**src/rtl/pat_lfsr_pkg.sv**
```systemverilog
// Package: shared types, constants and step function of the 15-bit
// x^15 + x^14 + 1 test-pattern shift register.
// Assumes: state bit 0 holds the newest bit; lanes are 12 bits wide.
package pat_lfsr_pkg;
    localparam int LFSR_W = 15;
    localparam int WORD_W = 12;
    localparam int HIST_D = LFSR_W - WORD_W;   // bits hidden from one word

    typedef logic [LFSR_W-1:0] lfsr_t;
    typedef logic [WORD_W-1:0] word_t;

    localparam lfsr_t NOMINAL_SEED = 15'b100000000000001;

    typedef enum logic [1:0] {
        ST_SEARCH = 2'd0,
        ST_VERIFY = 2'd1,
        ST_LOCKED = 2'd2
    } lock_st_e;

    function automatic lfsr_t lfsr_step(input lfsr_t s);
        return {s[LFSR_W-2:0], s[LFSR_W-1] ^ s[LFSR_W-2]};
    endfunction
endpackage

```
**src/rtl/pat_lock_fsm.sv**
```systemverilog
// Lock search state machine shared by both channels.
// SEARCH waits for a full seeding history. VERIFY needs LOCK_RUN
// consecutive matches and re-seeds on any miss. LOCKED falls back to
// SEARCH after DROP_RUN consecutive misses.
// Assumes: match_i covers all four lanes of the current sample.
module pat_lock_fsm
    import pat_lfsr_pkg::*;
#(
    parameter int LOCK_RUN = 16,
    parameter int DROP_RUN = 8
) (
    input  logic clk,
    input  logic rst_n,
    input  logic clr_i,
    input  logic vld_i,
    input  logic hist_ok_i,
    input  logic match_i,
    output logic seed_o,
    output logic locked_o
);
    localparam int RUN_W  = $clog2(LOCK_RUN + 1);
    localparam int DROP_W = $clog2(DROP_RUN + 1);

    lock_st_e           st_q;
    logic [RUN_W-1:0]   run_q;
    logic [DROP_W-1:0]  miss_q;

    // Load the references when searching, or after a miss during verify.
    always_comb begin
        seed_o = 1'b0;
        if (vld_i && hist_ok_i) begin
            if (st_q == ST_SEARCH) seed_o = 1'b1;
            else if (st_q == ST_VERIFY && !match_i) seed_o = 1'b1;
        end
    end

    assign locked_o = (st_q == ST_LOCKED);

    // State and run counters, advanced only on valid samples.
    always_ff @(posedge clk) begin
        if (!rst_n || clr_i) begin
            st_q   <= ST_SEARCH;
            run_q  <= '0;
            miss_q <= '0;
        end else if (vld_i) begin
            case (st_q)
                ST_SEARCH: begin
                    if (hist_ok_i) begin
                        st_q  <= ST_VERIFY;
                        run_q <= '0;
                    end
                end
                ST_VERIFY: begin
                    if (!match_i) begin
                        run_q <= '0;
                    end else if (run_q == RUN_W'(LOCK_RUN - 1)) begin
                        st_q   <= ST_LOCKED;
                        miss_q <= '0;
                    end else begin
                        run_q <= run_q + 1'b1;
                    end
                end
                ST_LOCKED: begin
                    if (match_i) begin
                        miss_q <= '0;
                    end else if (miss_q == DROP_W'(DROP_RUN - 1)) begin
                        st_q <= ST_SEARCH;
                    end else begin
                        miss_q <= miss_q + 1'b1;
                    end
                end
                default: st_q <= ST_SEARCH;
            endcase
        end
    end

    p_verify_miss_no_lock_r3: assert property (@(posedge clk) disable iff (!rst_n)
        (st_q == ST_VERIFY && vld_i && !match_i) |=> !locked_o);

    p_lock_from_verify_r3: assert property (@(posedge clk) disable iff (!rst_n)
        $rose(locked_o) |-> ($past(st_q) == ST_VERIFY && $past(vld_i) && $past(match_i)));

    p_drop_needs_miss_r4: assert property (@(posedge clk) disable iff (!rst_n)
        $fell(locked_o) |-> ($past(clr_i) || ($past(vld_i) && !$past(match_i))));
endmodule

```
**config.mk**
```make
export PLATFORM = sky130hd
export DESIGN_NAME = pat_lock_fsm
export DESIGN_NICKNAME = d
export VERILOG_FILES = /design/src/rtl/pat_lfsr_pkg.sv /design/src/rtl/pat_lock_fsm.sv
export SDC_FILE = /design/constraint.sdc
export NUM_CORES = 1
export LEC_CHECK = 0
export BUFFER_PORTS_ARGS = -buffer_cell sky130_fd_sc_hd__buf_2
export CAP_MARGIN = 20
export CORE_MARGIN = 5
export CORE_UTILIZATION = 35
export CTS_CLUSTER_DIAMETER = 150
export DETAILED_ROUTE_END_ITERATION = 7
export GPL_ROUTABILITY_DRIVEN = 0
export GPL_TIMING_DRIVEN = 0
export PLACE_DENSITY = 0.59
export SLEW_MARGIN = 5
export SYNTH_ARGS = -nofsm -noshare
export SYNTH_HDL_FRONTEND = slang
export SYNTH_SLANG_ARGS = --single-unit
```
**constraint.sdc**
```tcl
create_clock -name clk -period 2.4 [get_ports clk]
set_input_delay 0.48 -clock clk [delete_from_list [all_inputs] [get_ports clk]]
set_output_delay 0.48 -clock clk [all_outputs]
set_load 0.03 [all_outputs]
```
==> summary.txt <==
Status
  – Status: complete, no violations

STA
  – Worst Tran Pin Value: 540 ps
  – Fmax: 534 MHz
  – Setup WS post-layout: 527 ps
  – Fin. max-slew vios: 0
  – RSZ-0062 raised after global routing: false
  – Setup tns final: 0 ps
  – Final Hold Fails: 0
  – Slew HR: 0.640
  – Setup Skew: 3.53 ps
  – Final setup viols: 0
  – Fin crit period: 1870 ps
  – Fin crit share: 0.781
  – Worst hold slack: 483 ps

Power and ir drop
  – Leakage power: 0.296 nW
  – Power density cells: 453 nW/µm²
  – Worst VDD drop: 0.371 mV

Layout
  – End-of-flow core utilization: 0.410
  – Antenna fix cells: 0
  – Layout cells sized above 1: 0.172
  – Final #Nets: 107
  – Synthesis-to-finish area growth: 12.8%

Logic synthesis
  – Synth Net Count: 96
  – #FFs+latches synth: 11
  – Post-synthesis cell count: 83
  – Yosys Warn Count: 0
  – Sequential element share of the synthesized area: 0.312
  – Most frequent cells after synthesis: 11 x dfxtp_1, 9 x nand3_1, 7 x a21oi_1, 7 x ha_1, 6 x nand2_1
  – Synth area leader: dfxtp_1
  – Post-synth EDFFs: 0
  – Avg Inst Size Synth: 8.50 µm²
  – Most numerous cell in the Yosys netlist: dfxtp_1
  – Post-synth top area share: 0.312
  – Most area-consuming cells after synthesis: dfxtp_1 31%, ha_1 12%, nand3_1 6.4%
  – Post-synth ARST share: 0
  – Main synth FF type: dfxtp_1
  – Yosys cell types: 32
  – Synthesized area: 706 µm²

Critical path
  – Worst Path Required: 2600 ps
  – CP Launch Type: flop
  – Register-to-Register Path Depth: 7
  – Crit end category: flop
  – Reg2Reg Launch Point: run_q[0]
  – R2R setup slack: 530 ps
  – Setup crit start: run_q[0]
  – Worst setup path end: run_q[2]
  – Critical path class: reg2reg
  – CP arrival: 2070 ps
  – Reg2reg end: run_q[2]
  – Crit Path Max Fanout: 4

Detailed routing
  – Total Wirelength: 1.40 mm
  – Post-route ant nets: 0
  – DRT iter0 DRCs: 8
  – Drt first pass iters: 4
  – Wire per inst: 11.6 µm
  – DRC errors left: 0
  – Vias: 621
  – Number of vias per cell: 5.18

Floorplanning
  – Die Wd: 54.9 µm
  – Initial Util: 0.363
  – IO Pins: 8
  – Core area: 1940 µm²
  – DIE AREA: 3010 µm²
  – Die Span Y: 54.9 µm
  – Row cnt: 16

GRT
  – Met2 Track Usage GR: 0.195
  – Vias in the first global route: 577
  – Global-route wire length before repair: 2.44 mm
  – Largest net degree at the start of global routing: 10
  – Grt met3 use: 0.0617
  – Total gr overflow: 0
  – Total Routing Usage GR: 0.116
  – Initial antenna violation count: 0
  – Most Used Layer, Global Route: met2
  – GR Util met1: 0.130

Clocking
  – Root buffer cell: clkbuf_4
  – H-tree Lvls: 1
  – Clk sink count: 11
  – Post_cts resized: 0
  – Total CTS buffers: 3
  – Clock Tree Buf Depth: 2
  – Latest clock arrival within the worst-skew pair: 270 ps
  – Post-CTS setup buffers: 0
  – CTS Hold Buffers Added: 0
  – Clock-pin transition on the worst setup and hold timing paths: 70 ps
  – TritonCTS clock tree: done

Worst hold path
  – Worst hold path type: reg2reg

Placement
  – Port Buffer Count: 6
  – Post-DP HPWL: 1.10 mm
  – Pre-CTS setup slack: 532 ps

Flow run
  – Max-cap violation count: 0
report_power, final:
group          switching (mW)  internal (mW)  total [mW]  leakage, nW
clock                  0.0638         0.0644       0.128       0.0150
sequential           0.000925          0.184       0.185       0.0887
combinational          0.0289         0.0183      0.0472        0.192
critical path, cell delays in order (launching register included):
cell	delay, ps
dfxtp_1	340
ha_1	220
and3_1	190
ha_1	200
and3b_2	220
nand3_1	110
or3b_1	390
a21oi_1	120
how the worst min path moves through the flow:
| stage | startpoint | slack (ps) | endpoint | cells after the start |
|---|---|---|---|---|
| floorplan | run_q[4] | 440 | run_q[4] | 2 |
| global placement | run_q[4] | 450 | run_q[4] | 2 |
| detailed placement | run_q[3] | 480 | run_q[3] | 2 |
| CTS | run_q[4] | 490 | run_q[4] | 2 |
| global route | run_q[1] | 530 | run_q[1] | 2 |
| finish | miss_q[1] | 480 | miss_q[1] | 2 |
stage by stage:
step                total power [mW]  area [µm²]  cells
finish                         0.360         796    120
global route                   0.387         796    120
CTS                            0.371         796    120
detailed placement             0.237         769    116
global placement               0.237         769    116
floorplan                      0.223         706     83
metal layers:
| metal | vias to the layer above | wire, µm |
|---|---|---|
| li1 | 325 | - |
| met1 | 283 | 610 |
| met2 | 11 | 696 |
| met3 | 2 | 83 |
| met4 | 0 | 7 |
| met5 | - | 0 |
kinds of logic (layout without fill, tap and decap cells):
logic type	after synthesis	after routing	synth area share
AO/OA/AOI/OAI	21	21	0.200
adder cells (fa/ha/maj)	7	7	0.124
buffers and inverters	8	18	0.0550
flip-flops	11	11	0.312
multiplexers	1	1	0.0142
AND/OR/NAND/NOR	35	35	0.294
registers in the layout, summed over array words and instances, names as in the netlist:
| register | count |
|---|---|
| run_q | 5 |
| miss_q | 4 |
| st_q | 2 |
placed cells by master, fill, tap and decap left out, types with 2 or more instances in the layout:
| cell type | Yosys | layout |
|---|---|---|
| dfxtp_1 | 11 | 11 |
| o2111ai_1 | 3 | 3 |
| inv_1 | 5 | 5 |
| a21oi_1 | 7 | 7 |
| buf_2 | 0 | 6 |
| clkbuf_4 | 0 | 3 |
| nand3_1 | 9 | 9 |
| nand2_1 | 6 | 6 |
| nor2_1 | 3 | 3 |
| nand4_1 | 2 | 2 |
| nor2b_1 | 2 | 2 |
| nand2b_1 | 3 | 3 |
| ha_1 | 7 | 7 |
| a21bo_1 | 2 | 2 |
| o21ai_0 | 4 | 4 |
layout make-up:
| type | count | area (µm²) |
|---|---|---|
| Clock buffer | 4 | 26.3 |
| Buffer | 3 | 20.0 |
| Inverter | 5 | 18.8 |
| Fill cell | 239 | 1150 |
| Timing Repair Buffer | 6 | 30.0 |
| Multi-Input combinational cell | 64 | 447 |
| Tap cell | 27 | 33.8 |
| Sequential cell | 11 | 220 |
No activity file was read; power rests on OpenSTA's default activity.
